<file path="src/rtl/cam_pkg.sv">
package cam_pkg;
  localparam int unsigned WORDS_DEF = 8;
  localparam int unsigned WIDTH_DEF = 16;

  // enable survives when the column is uncued or the cued bit is held
  function automatic logic cell_pass(input logic en, input logic cue, input logic stored);
    return en & (~cue | stored);
  endfunction
endpackage

</file>
<file path="src/rtl/cam_cell.sv">
module cam_cell (
  input  logic q_i,
  input  logic cue_i,
  input  logic rin_i,
  input  logic lin_i,
  output logic rout_o,
  output logic lout_o
);
  assign rout_o = cam_pkg::cell_pass(rin_i, cue_i, q_i);
  assign lout_o = cam_pkg::cell_pass(lin_i, cue_i, q_i);
endmodule

</file>
<file path="src/rtl/cam_word_row.sv">
module cam_word_row #(
  parameter int unsigned WIDTH = cam_pkg::WIDTH_DEF
) (
  input  logic             clk_i,
  input  logic             rst_ni,
  input  logic             we_i,
  input  logic [WIDTH-1:0] wdata_i,
  input  logic [WIDTH-1:0] cue_i,
  input  logic             strobe_i,
  output logic [WIDTH-1:0] word_o,
  output logic             match_o
);
  logic [WIDTH-1:0] store_q;
  logic [WIDTH:0]   r_chain;
  logic [WIDTH:0]   l_chain;

  always_ff @(posedge clk_i or negedge rst_ni) begin
    if (!rst_ni)   store_q <= '0;
    else if (we_i) store_q <= wdata_i;
  end

  assign r_chain[0]     = strobe_i;
  assign l_chain[WIDTH] = strobe_i;

  for (genvar c = 0; c < WIDTH; c++) begin : g_cell
    cam_cell cell_i (
      .q_i   (store_q[c]),
      .cue_i (cue_i[c]),
      .rin_i (r_chain[c]),
      .lin_i (l_chain[c+1]),
      .rout_o(r_chain[c+1]),
      .lout_o(l_chain[c])
    );
  end

  assign word_o  = store_q;
  assign match_o = r_chain[WIDTH] & l_chain[0];
endmodule

</file>
<file path="src/rtl/cam_merge.sv">
module cam_merge #(
  parameter int unsigned WORDS = cam_pkg::WORDS_DEF,
  parameter int unsigned WIDTH = cam_pkg::WIDTH_DEF
) (
  input  logic [WORDS-1:0]            match_i,
  input  logic [WORDS-1:0][WIDTH-1:0] words_i,
  output logic [WIDTH-1:0]            data_o,
  output logic                        any_o,
  output logic                        multi_o
);
  always_comb begin
    logic seen;
    seen    = 1'b0;
    multi_o = 1'b0;
    data_o  = '0;
    for (int w = 0; w < WORDS; w++) begin
      if (match_i[w]) begin
        data_o  = data_o | words_i[w];
        multi_o = multi_o | seen;
        seen    = 1'b1;
      end
    end
    any_o = seen;
  end
endmodule

</file>
<file path="src/rtl/cue_assoc_mem.sv">
module cue_assoc_mem #(
  parameter int unsigned NUM_WORDS = cam_pkg::WORDS_DEF,
  parameter int unsigned WORD_W    = cam_pkg::WIDTH_DEF,
  localparam int unsigned ADDR_W   = (NUM_WORDS > 1) ? $clog2(NUM_WORDS) : 1
) (
  input  logic              clk_i,
  input  logic              rst_ni,
  input  logic              wr_en_i,
  input  logic [ADDR_W-1:0] wr_addr_i,
  input  logic [WORD_W-1:0] wr_data_i,
  input  logic [WORD_W-1:0] cue_i,
  input  logic              recall_i,
  output logic [NUM_WORDS-1:0] match_o,
  output logic [WORD_W-1:0]    data_o,
  output logic                 any_match_o,
  output logic                 multi_match_o
);
  logic [NUM_WORDS-1:0]             row_match;
  logic [NUM_WORDS-1:0][WORD_W-1:0] row_word;
  logic [WORD_W-1:0]                merged;
  logic                             any_d, multi_d;

  for (genvar w = 0; w < NUM_WORDS; w++) begin : g_row
    cam_word_row #(.WIDTH(WORD_W)) row_i (
      .clk_i   (clk_i),
      .rst_ni  (rst_ni),
      .we_i    (wr_en_i && (wr_addr_i == ADDR_W'(w))),
      .wdata_i (wr_data_i),
      .cue_i   (cue_i),
      .strobe_i(recall_i),
      .word_o  (row_word[w]),
      .match_o (row_match[w])
    );
  end

  cam_merge #(.WORDS(NUM_WORDS), .WIDTH(WORD_W)) merge_i (
    .match_i(row_match),
    .words_i(row_word),
    .data_o (merged),
    .any_o  (any_d),
    .multi_o(multi_d)
  );

  always_ff @(posedge clk_i or negedge rst_ni) begin
    if (!rst_ni) begin
      match_o       <= '0;
      data_o        <= '0;
      any_match_o   <= 1'b0;
      multi_match_o <= 1'b0;
    end else begin
      match_o       <= row_match;
      data_o        <= merged;
      any_match_o   <= any_d;
      multi_match_o <= multi_d;
    end
  end
endmodule

</file>
<file path="config.mk">
export PLATFORM = sky130hd
export DESIGN_NAME = cue_assoc_mem
export DESIGN_NICKNAME = d
export VERILOG_FILES = /design/src/rtl/cam_pkg.sv /design/src/rtl/cam_cell.sv /design/src/rtl/cam_word_row.sv /design/src/rtl/cam_merge.sv /design/src/rtl/cue_assoc_mem.sv
export SDC_FILE = /design/constraint.sdc
export NUM_CORES = 1
export LEC_CHECK = 0
export BUFFER_PORTS_ARGS = -buffer_cell sky130_fd_sc_hd__buf_2
export CAP_MARGIN = 0
export CELL_PAD_IN_SITES_DETAIL_PLACEMENT = 0
export CELL_PAD_IN_SITES_GLOBAL_PLACEMENT = 1
export CORE_MARGIN = 4
export CORE_UTILIZATION = 48
export CTS_CLUSTER_SIZE = 24
export DETAILED_ROUTE_END_ITERATION = 16
export PLACE_DENSITY_LB_ADDON = 0.1
export SLEW_MARGIN = 10
export SYNTH_ARGS = -nofsm -noshare
export SYNTH_HDL_FRONTEND = slang
export SYNTH_SLANG_ARGS = --single-unit
</file>
<file path="constraint.sdc">
create_clock -name clk_i -period 5.2 [get_ports clk_i]
set_clock_uncertainty 0.15 [all_clocks]
set_input_delay 0.52 -clock clk_i [delete_from_list [all_inputs] [get_ports clk_i]]
set_output_delay 0.52 -clock clk_i [all_outputs]
set_load 0.01 [all_outputs]
</file>
==> summary.md <==
| Metric | Value |
|---|---|
| Net switching power | `~0.00097 W` |
| Fill count | `between 1,000 and 1,500` |
| Crit Path Class | `input pin to flip-flop` |
| Period utilization | `58.53%` |
| Pwr Density | `between 400 and 500 mW/mm^2` |
| Number of register bits inferred by synthesis | `approximately 150` |
| Area fraction in compound gates after synthesis | `between 10 and 15%` |
| Horizontal die dimension | `between 100 and 150 um` |
| Sequential-to-total area share from yosys stat | `~56%` |
| Fraction of the mapped netlist area in simple logic gates | `between 6 and 7%` |
| Mean number of vias per cell | `roughly 6.7` |
| Internal Power | `0.002369 W` |
| Mapped Area | `0.006935 mm^2` |
| Ordered cell list for the critical path | `buf_2 > inv_1 > o22ai_1 > or4_1 > nor4_4 > buf_4 > a211oi_1 > o21a_1 > nor3_1` |
| Worst setup slack before clock tree synthesis | `approximately 1.8 ns` |
| Gate count after technology mapping | `around 520` |
| Layout cells sized above 1 | `about 44%` |
| Share of power burned in registers | `roughly 50%` |
| Number of rows created at floorplan | `43` |
| Utilization of the core after routing | `between 50% and 60%` |
| Crit path required time | `about 5.4 ns` |
| Synth top area cells | `sky130_fd_sc_hd__dfrtp_1 (56%), sky130_fd_sc_hd__mux2_2 (21%), sky130_fd_sc_hd__a22oi_1 (5.2%)` |
| Combinational family with the most area after synthesis | `multiplexers` |
| Fin. max-slew vios | `0` |
| DRC violations left | `0` |
| Post-synthesis adder-cell area fraction | `less than 1%` |
| Detailed router's first-iteration violation count | `around 570` |
| CTS tree | `done` |
| Final Net Count | `632` |
| Placeable core region | `around 0.014 mm^2` |
| Initial core utilization | `between 40% and 50%` |
| Share of flip-flops with an asynchronous set or reset | `between 90% and 100%` |
| Portion of synthesized cell area occupied by the leading cell type | `a little under three fifths` |
| Number of enable flip-flop cells after synthesis | `0` |
| Post-route antenna net violation count | `0` |
| Largest net degree at the start of global routing | `between 80 and 90` |
| Hold slack | `-0.001609 ns` |
| Clock-pin slew of the registers on the worst-case setup and hold paths | `~0.06 ns` |
| Length of the first detailed-routing pass in iterations | `7` |
| Count of buffers from port buffering | `64` |
| Sinks on the clock net | `between 150 and 200` |
| Skew-Pair Late Insertion Delay | `0.44 ns` |
| Number of nets produced by synthesis | `approximately 560` |
| Clock Tree Root | `sky130_fd_sc_hd__clkbuf_16` |
| Aggregate global-route resource usage | `around 29%` |
| Total detailed-routing wirelength | `~23,000 um` |
| Count of cell types in the netlist | `35` |
| Cell taking the most area after synthesis | `sky130_fd_sc_hd__dfrtp_1` |
| Number of buffers inserted to repair setup after CTS | `0` |
| Routed wire length per instance | `~29 um` |
| Total Neg Setup Slack | `0 ns` |
| Number of H-tree levels | `4` |
| Headroom to the max-slew limit | `35.39%` |
| Critical path endpoint category | `flip-flop` |
| Critical Path Max Stage Delay | `about 0.81 ns` |
| Net switching fraction of the power | `slightly below 30%` |
| Static leakage power | `approximately 3.5 nW` |
| Synth cell count leaders | `sky130_fd_sc_hd__dfrtp_1 (154), sky130_fd_sc_hd__mux2_2 (128), sky130_fd_sc_hd__a22oi_1 (48), sky130_fd_sc_hd__o22ai_1 (34), sky130_fd_sc_hd__inv_2 (14)` |
| Chip height | `128.2 um` |
| Ant diodes | `0` |
| Area added between synthesis and finish | `16.83%` |
| Final estimated routing congestion in global placement | `approximately 0.90` |
| Most instantiated flip-flop cell in the synthesis netlist | `sky130_fd_sc_hd__dfrtp_1` |
| Actual transition at the worst max-transition pin | `0.9619 ns` |
| Combinational share of power | `around 14%` |
| Wire length of the first global-routing pass | `about 34,000 um` |
| Maximum fanout along the worst path | `11` |
| Count of cells resized by post-cts repair | `0` |
| Crit path max-delay cell type | `sky130_fd_sc_hd__nor4_4` |
| Max Buffers Root-to-Sink | `2` |
| Maximum achievable frequency | `between 300 and 400 MHz` |
| Endpoint arrival time on the critical path | `3.25 ns` |
| Max capacitance violation total | `0` |
| Number of primary I/O pins | `65` |
| Top Metal Used | `met4` |
| Met1 layer wirelength in the final routing | `just under 10,000 um` |
| Half-perimeter wire length after detailed placement | `between 15,000 and 20,000 um` |
| Via count of the first global-routing pass | `5,382` |
| Routed via count | `about 5,300` |
| Met2 Routed Length | `about 11,000 um` |
| Syn Area/Cell | `~13 um^2` |
| Flop-to-flop setup slack | `~2.2 ns` |
| Violations in the final reports | `negative hold slack` |
| Part of the power in the clock network | `between 30% and 40%` |
| Worst IR drop on VDD | `~0.27 mV` |
| Number of buffers created by CTS | `17` |
| Class of the tightest hold or removal check | `input pin to asynchronous set/reset pin` |
| Warnings from Yosys | `0` |
| Number of hold violations in the final report | `3` |
| Overflow after GRT | `0` |
| Top Family by Delay on Critical Path | `simple AND/OR/NAND/NOR gates` |
| Instance area at placement | `around 0.0075 mm^2` |
| Portion of netlist area occupied by mux cells | `just over 20%` |
| Final number of setup-violating endpoints | `0` |
| Dominant cell by count in the synthesized netlist | `sky130_fd_sc_hd__dfrtp_1` |
| Clock period minus worst slack | `about 3.0 ns` |
| Unrepaired setup endpoints after global routing | `false` |
| Critical path startpoint category | `input pin` |
| Final std cell area, no fill | `between 0.008 and 0.009 mm^2` |
| Xor and xnor area share after synthesis | `0%` |
| Initial antenna violation count | `0` |
| Sum of met3 wire segment lengths after detailed routing | `about 1600 um` |
| Outcome | `complete, but fails checks` |
| DIE AREA | `0.01644 mm^2` |
| # hold bufs at CTS | `0` |
| Buffers plus inverters on the worst setup path | `3` |
| Fin worst setup slack | `between 2 and 2.5 ns` |
==> final cells by class <==
cell class / instances / area, um^2 / area share (%)
Tap cell: 180 / 225.2 / 2.779
Inverter: 16 / 61.31 / 0.7566
Sequential cell: 154 / 3854 / 47.56
Timing Repair Buffer: 82 / 461.7 / 5.698
Clock buffer: 22 / 474.2 / 5.852
Multi-Input combinational cell: 322 / 2938 / 36.26
Clock inverter: 9 / 88.84 / 1.096
==> power groups by stage <==
| stage | combinational (W) | sequential, W | clock [W] |
|---|---|---|---|
| 2_1_floorplan | 0.000319 | 0.00157 | 0 |
| 3_3_place_gp | 0.000451 | 0.00169 | 0 |
| 3_5_place_dp | 0.000465 | 0.00169 | 0 |
| 4_1_cts | 0.000467 | 0.00167 | 0.00120 |
| 5_1_grt | 0.000508 | 0.00170 | 0.00126 |
| 6_report | 0.000467 | 0.00168 | 0.00119 |
==> sequential cells by signal (all words and copies together), names as in the netlist <==
| register | cells |
|---|---|
| g_row.row_i.word_o | 128 |
| data_o | 16 |
| match_o | 8 |
| any_match_o | 1 |
| multi_match_o | 1 |
==> final timing paths <==
check,startpoint,endpoint,depth (start not counted)
max in group asynchronous,rst_ni,g_row[5].row_i.word_o[5],2
worst max-delay path,cue_i[12],multi_match_o,9
worst min register to register,g_row[2].row_i.word_o[7],g_row[2].row_i.word_o[7],1
worst min-delay path,rst_ni,g_row[1].row_i.word_o[9],1
worst max register to register,g_row[5].row_i.word_o[5],multi_match_o,7
min in group clk_i,wr_data_i[6],g_row[1].row_i.word_o[6],2
==> cells by family after synthesis <==
logic type,after synthesis
buffers and inverters,43
DFF,154
and+or+nand+nor,57
adders and majority gates,1
AOI/OAI and AO/OA,136
muxes,128
==> per-stage QoR <==
stage | cells | power [W] | hold slack, ns
detailed placement | 754 | 0.002154 | 0.3749
finish | 785 | 0.003341 | -0.001609
global placement | 754 | 0.002136 | 0.3657
CTS | 785 | 0.003338 | 0.01965
floorplan | 519 | 0.001884 | 0.07441
global route | 785 | 0.003465 | 0.06207
==> per-layer routing <==
metal | up-vias | global-route usage (%)
met5 | - | 0
li1 | 2193 | -
met2 | 298 | 44.32
met3 | 64 | 6.083
met4 | 0 | 11.24
met1 | 2699 | 40.11
==> placed cells by master (no fill, tap or decap), types with 2 or more instances in the layout <==
cell type,count
sky130_fd_sc_hd__a211oi_1,2
sky130_fd_sc_hd__a221oi_1,8
sky130_fd_sc_hd__a22o_1,8
sky130_fd_sc_hd__a22oi_1,48
sky130_fd_sc_hd__buf_2,63
sky130_fd_sc_hd__buf_4,18
sky130_fd_sc_hd__clkbuf_1,2
sky130_fd_sc_hd__clkbuf_16,17
sky130_fd_sc_hd__clkbuf_8,3
sky130_fd_sc_hd__clkinv_2,3
sky130_fd_sc_hd__clkinvlp_4,3
sky130_fd_sc_hd__dfrtp_1,154
sky130_fd_sc_hd__inv_2,14
sky130_fd_sc_hd__inv_6,2
sky130_fd_sc_hd__mux2_2,128
sky130_fd_sc_hd__nand2b_1,10
sky130_fd_sc_hd__nand3_1,8
sky130_fd_sc_hd__nand4_1,9
sky130_fd_sc_hd__nand4b_1,3
sky130_fd_sc_hd__nor3_1,2
sky130_fd_sc_hd__nor3_2,2
sky130_fd_sc_hd__nor3b_2,2
sky130_fd_sc_hd__nor4_1,2
sky130_fd_sc_hd__nor4_2,2
sky130_fd_sc_hd__nor4_4,6
sky130_fd_sc_hd__o2111ai_1,3
sky130_fd_sc_hd__o21ai_0,8
sky130_fd_sc_hd__o21bai_1,8
sky130_fd_sc_hd__o221ai_1,8
sky130_fd_sc_hd__o22a_1,8
sky130_fd_sc_hd__o22ai_1,34
sky130_fd_sc_hd__or3_1,3
sky130_fd_sc_hd__or4_1,5
Note: power is estimated with default switching activity, not from simulation.
